File: src/rtl/irq_slot_pkg.sv
package irq_slot_pkg;
  localparam int LINES  = 8;
  localparam int SLOTS  = 4;
  localparam int LINE_W = $clog2(LINES);
  localparam int SLOT_W = $clog2(SLOTS);

  typedef struct packed {
    logic [SLOT_W-1:0] slot;
    logic [LINE_W-1:0] line;
  } irqCfg_t;

  typedef struct packed {
    logic stageWr;  // capture a written configuration
    logic commit;   // slot boundary: staged -> active
  } irqStrobe_t;
endpackage

File: src/rtl/irq_slot_ctrl.sv
module irq_slot_ctrl
  import irq_slot_pkg::*;
(
  input  logic              clk,
  input  logic              rstN,
  input  logic [SLOT_W-1:0] busSlot,
  input  logic              cfgWrEn,
  output irqStrobe_t        strobe
);
  logic [SLOT_W-1:0] prevSlot;

  always_ff @(posedge clk or negedge rstN) begin
    if (!rstN) prevSlot <= '0;
    else       prevSlot <= busSlot;
  end

  always_comb begin
    strobe.commit  = (busSlot != prevSlot);
    strobe.stageWr = cfgWrEn;
  end

  // a commit only happens where the slot indicator moved
  assert_commit_on_boundary_R6: assert property (@(posedge clk) disable iff (!rstN)
    strobe.commit |=> (prevSlot != $past(prevSlot)));
endmodule

File: src/rtl/irq_slot_datapath.sv
module irq_slot_datapath
  import irq_slot_pkg::*;
(
  input  logic              clk,
  input  logic              rstN,
  input  irqStrobe_t        strobe,
  input  logic              reqPending,
  input  logic [SLOT_W-1:0] busSlot,
  input  irqCfg_t           wrCfg,
  output logic [LINES-1:0]  irqLines
);
  irqCfg_t stagedCfg, activeCfg, useCfg;
  logic    slotHit;
  logic [LINES-1:0] nextLines;

  always_comb begin
    useCfg  = strobe.commit ? stagedCfg : activeCfg;
    slotHit = reqPending && (busSlot == useCfg.slot);
  end

  for (genvar i = 0; i < LINES; i++) begin : g_line
    assign nextLines[i] = slotHit && (useCfg.line == LINE_W'(i));
  end

  always_ff @(posedge clk or negedge rstN) begin
    if (!rstN) begin
      stagedCfg <= '0;
      activeCfg <= '0;
      irqLines  <= '0;
    end else begin
      if (strobe.stageWr) stagedCfg <= wrCfg;
      if (strobe.commit)  activeCfg <= stagedCfg;
      irqLines <= nextLines;
    end
  end

  // never more than one line
  assert_one_line_R9: assert property (@(posedge clk) disable iff (!rstN)
    $onehot0(irqLines));
  // no request means quiet bus next cycle
  assert_quiet_no_req_R4: assert property (@(posedge clk) disable iff (!rstN)
    !reqPending |=> (irqLines == '0));
  // active configuration holds between boundaries
  assert_active_hold_R6: assert property (@(posedge clk) disable iff (!rstN)
    !strobe.commit |=> $stable(activeCfg));
  // a write never reaches the active set in its own cycle
  assert_write_deferred_R7: assert property (@(posedge clk) disable iff (!rstN)
    (strobe.stageWr && strobe.commit) |=> (activeCfg == $past(stagedCfg)));
endmodule

File: src/rtl/irq_slot_driver.sv
module irq_slot_driver
  import irq_slot_pkg::*;
(
  input  logic              clk,
  input  logic              rstN,
  input  logic              reqPending,
  input  logic [SLOT_W-1:0] busSlot,
  input  logic              cfgWrEn,
  input  logic [LINE_W-1:0] cfgWrLine,
  input  logic [SLOT_W-1:0] cfgWrSlot,
  output logic [LINES-1:0]  irqLines
);
  irqStrobe_t strobe;
  irqCfg_t    wrCfg;

  assign wrCfg.slot = cfgWrSlot;
  assign wrCfg.line = cfgWrLine;

  irq_slot_ctrl i_ctrl (
    .clk(clk), .rstN(rstN), .busSlot(busSlot), .cfgWrEn(cfgWrEn), .strobe(strobe)
  );

  irq_slot_datapath i_dp (
    .clk(clk), .rstN(rstN), .strobe(strobe), .reqPending(reqPending),
    .busSlot(busSlot), .wrCfg(wrCfg), .irqLines(irqLines)
  );
endmodule

File: config.mk
export PLATFORM = sky130hd
export DESIGN_NAME = irq_slot_driver
export DESIGN_NICKNAME = d
export VERILOG_FILES = /design/src/rtl/irq_slot_pkg.sv /design/src/rtl/irq_slot_ctrl.sv /design/src/rtl/irq_slot_datapath.sv /design/src/rtl/irq_slot_driver.sv
export SDC_FILE = /design/constraint.sdc
export NUM_CORES = 1
export LEC_CHECK = 0
export BUFFER_PORTS_ARGS = -buffer_cell sky130_fd_sc_hd__buf_2
export CORE_ASPECT_RATIO = 0.7
export CORE_MARGIN = 10
export CORE_UTILIZATION = 47
export DETAILED_ROUTE_END_ITERATION = 10
export PLACE_DENSITY = 0.73
export SETUP_SLACK_MARGIN = 0.2
export SYNTH_ARGS = -nofsm -noshare
export SYNTH_HDL_FRONTEND = slang
export SYNTH_SLANG_ARGS = --single-unit
File: constraint.sdc
create_clock -name clk -period 1.4 [get_ports clk]
set_input_delay 0.07 -clock clk [delete_from_list [all_inputs] [get_ports clk]]
set_output_delay 0.07 -clock clk [all_outputs]
set_load 0.01 [all_outputs]
==> results of run 1 <==
## cells in the final DEF (no fill, tap or decap), types with 2 or more instances in the layout
master and instances:
dfrtp_1 19, buf_2 18, buf_4 12, nand2_1 7, mux2_2 6, nor4_2 5, dlygate4sd3_1 5, nor2_1 4
nor4_1 4, nand3_1 3, inv_1 3, clkbuf_4 3, xnor2_4 2, o2bb2ai_1 2, a31oi_1 2, o21ai_0 2
## cell type report
cell class / instances / share of cell area
Clock buffer: 3 / 0.01748
Inverter: 3 / 0.008738
Multi-Input combinational cell: 54 / 0.3845
Sequential cell: 20 / 0.3893
Tap cell: 22 / 0.02136
Timing Repair Buffer: 35 / 0.1786
## per-layer routing
layer / share of wire / routed length [µm]
met4: 0.013 / 31
met1: 0.43 / 1006
met5: 0 / 0
met2: 0.48 / 1108
met3: 0.072 / 167
## how the worst max path moves through the flow
stage,to,slack (ps),depth (start not counted)
finish,i_dp.irqLines[7],-130,4
CTS,i_dp.irqLines[0],-130,4
global route,i_dp.irqLines[0],-240,4
detailed placement,i_dp.irqLines[2],-210,4
global placement,i_dp.irqLines[3],-110,4
floorplan,i_dp.irqLines[0],-10,4
## synthesized netlist by cell type
cell type and n:
a211oi_1 1, a21oi_2 1, a31oi_1 2, a41oi_1 1, dfrtp_1 20, inv_1 3
mux2_2 7, mux2i_1 3, nand2_1 7, nand2_2 1, nand2b_1 1, nand3_1 3
nand3b_1 1, nor2_1 4, nor3_1 1, nor4_1 9, o211ai_2 1, o21ai_0 2
o21ai_2 1, o221ai_1 1, o2bb2ai_1 3, xnor2_2 2, xor2_1 2
## report_power, final
group          internal, W  leakage [nW]  switching (W)
logic             0.000174         0.318       0.000212
clock network     0.000100        0.0138       0.000155
registers         0.000624         0.252      0.0000378
total             0.000898         0.584       0.000405
## sequential cells by signal (all words and copies together) (netlist names)
register and flops:
i_dp.stagedCfg 5, i_ctrl.prevSlot 2, i_dp.activeCfg 5, i_dp.irqLines 8
## kinds of logic (layout without fill, tap and decap cells)
logic type,after synthesis,after routing,synth area share
DFF,20,20,0.5487
buffers and inverters,3,41,0.01234
muxes,10,10,0.1193
AOI/OAI and AO/OA,13,13,0.1139
xor gates and xnor gates,4,4,0.05487
and+or+nand+nor,27,27,0.1509
## stage by stage
stage	worst slack [ps]	utilization	power, W	TNS (ps)
after global placement	-112.1	0.6073	0.0009695	-489.8
after global routing	-244.1	0.6950	0.001378	-1842
after floorplan	-13.91	-	0.0008503	-65.66
final	-131.4	0.6950	0.001303	-930.2
after CTS	-125.7	0.6781	0.001284	-859.8
after detailed placement	-207.0	0.6073	0.0009858	-1294
## what timing repair did
action / in CTS / in global routing
cloned: 0 / 0
pin swaps: 1 / 2
gates resized for setup: 8 / 4
hold endpoints to repair: 24 / 0
setup buffers: 0 / 1
hold buffers: 5 / 0
setup endpoints to repair: 13 / 13
## critical path: stages (launching register included)
cell and delay (ps):
dfrtp_1 450, xnor2_4 270, mux2i_2 300, a21oi_4 130
nor4_1 280
==> results.toml, run 1 <==
[route]
route.detailed.drc = 0
ant_nets = 0
wire_per_inst_um = 16.89
viasPerCell = 5.788
via_count = 793
dr.pass1.iters = 5
dr.first_iter.drc_count = 48
wirelength_um = 2314

[logic_synthesis]
synth-seq-area-share = 0.5487
synth.largest_area_cell = "dfrtp_1"
postSynthAreaPerCell_um2 = 11.85
synth_cell_types = 23
synth_warnings = 0
synth.net_count = 88
synth_seq_cells = 20
synthCells = 77
syn-cell-area_um2 = 912.1
synth_top_area_share = 0.5487
synthTopCellsByArea = "dfrtp_1 (55%), mux2_2 (8.6%), nor4_1 (6.2%)"

[floorplan]
core_um2 = 1854
num_rows = 13
dieArea_um2 = 4131
fp.dieW_um = 72.66
start_util = 0.4919
io_pins = 19
die_h_um = 56.86

[sta]
setup_viol = 9
maxSlewHeadroom = 0.7134
clock.fmax_ghz = 0.6530
fin_hold_ws_ps = 11.74
rsz0062_at_grt = "yes"
drv_slew = 0
hold_violations = 0
period_share = 1.094
finalCriticalPeriod_ps = 1531
setup_ws_ps = -131.4
skew_ps = 4.544
worst_pin_slew_ps = 429.9

[setup_path]
crit_type = "flop to flop"
arrival_ps = 1730
cp-start-kind = "flop"
end_kind = "flop"
reg2reg_from = "i_ctrl.prevSlot[1]"
rrSetupSlack_ps = -130
reg2reg_depth = 4
crit_required_ps = 1600
r2r_end = "i_dp.irqLines[7]"
critPathMaxFanout = 8
crit_start = "i_ctrl.prevSlot[1]"

[final_layout]
layout.nets = 128
drive_above_1_share = 0.4870
insertedDiodeCount = 0
register_area_um2 = 501.7
multiInputGateArea_um2 = 495.5
area_delta_synth_final_pct = 41.29
stdcell_area_um2 = 1289
layoutNonFillerInstCount = 137
fill_cells = 140

[clocking]
clk_pin_slew_ps = 100
clk_latency_ps = 290
cts.sinks = 20
cts-root-buf = "clkbuf_4"
cts_made_buffers = 3
htree_levels = 1
clock_path_buffers = 2
cts_tree = "yes"

[global_route]
globalRouteMet3Util = 0.04912
grt_use_total = 0.1152
grt_max_degree = 21
first_global_vias = 806
grt-ovfl-total = 0
gr-usage-met1 = 0.1404
grt_pass1_wl_um = 3877
top_usage_layer = "met2"
gr-usage-met2 = 0.1802
antenna_found_initial = 0

[worst_hold_path]
hold_class = "input pin to flop"
hold_end = "i_dp.stagedCfg[1]"
hp-start = "cfgWrLine[1]"
min_path_cells = 2

[job]
drv_cap = 0

[power]
power.density_nw_per_um2 = 1011
vdd_drop_max_mv = 0.7132
leakage_nw = 0.5842

[placed_design]
port_buffers = 18
dpl_cell_area_um2 = 1126
dp_cells = 128
dp.final_hpwl_um = 1696
gp_congestion = 0.8521

[run_status]
violations = "negative setup slack"
status = "complete, but fails checks"
(Power assumes the default switching activity.)
==> run 2, diff against run 1 <==
- REMOVE_ABC_BUFFERS: default -> 1
==> results.toml, run 2 (synthesis gave the netlist of run 1 again) <==
[power]
p_int_w = 0.0009012
comb_power_share = 0.285
leakage_nw = 0.5928
finalPower_w = 0.001298
clkPwrFrac = 0.205
vdd_drop_max_mv = 0.7252
p_switching_w = 0.0003971
power_frac_seq = 0.510
swShare = 0.3059
power.density_nw_per_um2 = 991.0

[route]
ant_nets = 0
viasPerCell = 5.436
dr.pass1.iters = 4
route.detailed.drc = 0
wirelength_um = 2141
dr.first_iter.drc_count = 38
via_count = 761
wire_per_inst_um = 15.29

[final_layout]
reg.largest.list = "i_dp.irqLines: 8 flops, i_dp.activeCfg: 5 flops, i_dp.stagedCfg: 5 flops"
multiInputGateArea_um2 = 484.2
drive_above_1_share = 0.4915
register_area_um2 = 503.0
area_delta_synth_final_pct = 43.62
layout.nets = 131
insertedDiodeCount = 0
largest_reg_flops = 8
regMostFlops = "i_dp.irqLines"
layoutNonFillerInstCount = 140
fill_cells = 134
mostFrequentLayoutCells = "dfrtp_1 (18), buf_2 (18), buf_4 (12)"
stdcell_area_um2 = 1310

[sta]
setup_viol = 8
finalSetupTns_ps = -1026
hold_violations = 0
drv_slew = 0
clock.fmax_ghz = 0.6290
rsz0062_at_grt = "yes"
setup_ws_ps = -189.8
worst_pin_slew_ps = 454.0
fin_hold_ws_ps = 44.14
maxSlewHeadroom = 0.6973
period_share = 1.136
skew_ps = 3.890
finalCriticalPeriod_ps = 1590

[placed_design]
port_buffers = 18
dp.final_hpwl_um = 1570
dpl_cell_area_um2 = 1120
dp_cells = 129
gp_congestion = 0.8441

[global_route]
first_global_vias = 785
grt_pass1_wl_um = 3636
grt-ovfl-total = 0
antenna_found_initial = 0
grt_max_degree = 21
grt_use_total = 0.1068

[setup_path]
arrival_ps = 1770
crit_required_ps = 1580
critPathMaxFanout = 8
cp_slowest_cell = "dfrtp_2"
cp_cell_sequence = "xnor2_4 > mux2i_2 > a21oi_4 > nor4_1"
end_kind = "flop"
crit_type = "flop to flop"
cp-start-kind = "flop"
crit_path_max_incr_delay_ps = 460

[clocking]
htree_levels = 1
cts.sinks = 20
clk_latency_ps = 300
cts_made_buffers = 3
clk_pin_slew_ps = 100
clock_path_buffers = 2
cts_tree = "yes"
cts-root-buf = "clkbuf_4"

[job]
drv_cap = 0

[worst_hold_path]
hold_class = "input pin to flop"

[run_status]
violations = "negative setup slack"
status = "complete, but fails checks"

[floorplan]
fp.dieW_um = 72.66
dieArea_um2 = 4131
core_um2 = 1854
start_util = 0.4919
num_rows = 13
io_pins = 19
die_h_um = 56.86
run 2: area by class of cell:
cell class / count / area share
clock buffers: 3 / 0.01719
inverters: 3 / 0.008596
multi-input cells: 54 / 0.3696
flip-flops and latches: 20 / 0.3840
well taps: 22 / 0.02101
repair buffers: 38 / 0.1996
run 2: path summary, 6_finish.rpt:
check	startpoint	to	slack, ps	cells after the start
max in group asynchronous	rstN	i_ctrl.prevSlot[1]	820	2
hold / removal	cfgWrEn	i_dp.stagedCfg[0]	40	2
min in group asynchronous	rstN	i_dp.activeCfg[4]	240	2
setup reg to reg	i_ctrl.prevSlot[1]	i_dp.irqLines[4]	-190	4
hold reg to reg	i_dp.stagedCfg[2]	i_dp.stagedCfg[2]	570	1
setup / recovery	i_ctrl.prevSlot[1]	i_dp.irqLines[4]	-190	4
run 2: through the flow:
stage,utilization,setup slack [ps]
after floorplan,-,-28.00
after global placement,0.6039,-103.1
after detailed placement,0.6039,-205.3
after CTS,0.6869,-106.0
after global routing,0.7065,-236.7
final,0.7065,-189.8
run 2: critical path, delay by kind of cell, from the launching register on:
family                    cells  cell delay, ps
DFF                           1             460
and+or+nand+nor               1             340
AOI/OAI and AO/OA             1             130
xor gates and xnor gates      1             240
muxes                         1             300
run 2: power groups by stage:
stage	combinational, W	clock [W]	sequential, W
6_report	0.000370	0.000266	0.000663
5_1_grt	0.000404	0.000294	0.000669
4_1_cts	0.000351	0.000270	0.000662
3_5_place_dp	0.000300	0	0.000671
3_3_place_gp	0.000288	0	0.000669
2_1_floorplan	0.000165	0	0.000674
run 2: what timing repair did:
item	4_1_cts	5_1_grt
hold buffers	5	2
pin swaps	8	2
gates resized for setup	11	4
setup endpoints to repair	13	13
buffers inserted	1	0
endpoints found under the hold margin	24	2
run 2: metal layers:
metal	part of all wire	wire [µm]	global-route usage
met2	0.48	1019	0.1691
met3	0.079	170	0.05789
met4	0.0033	7	0.008108
met1	0.44	943	0.1288
met5	0	0	0
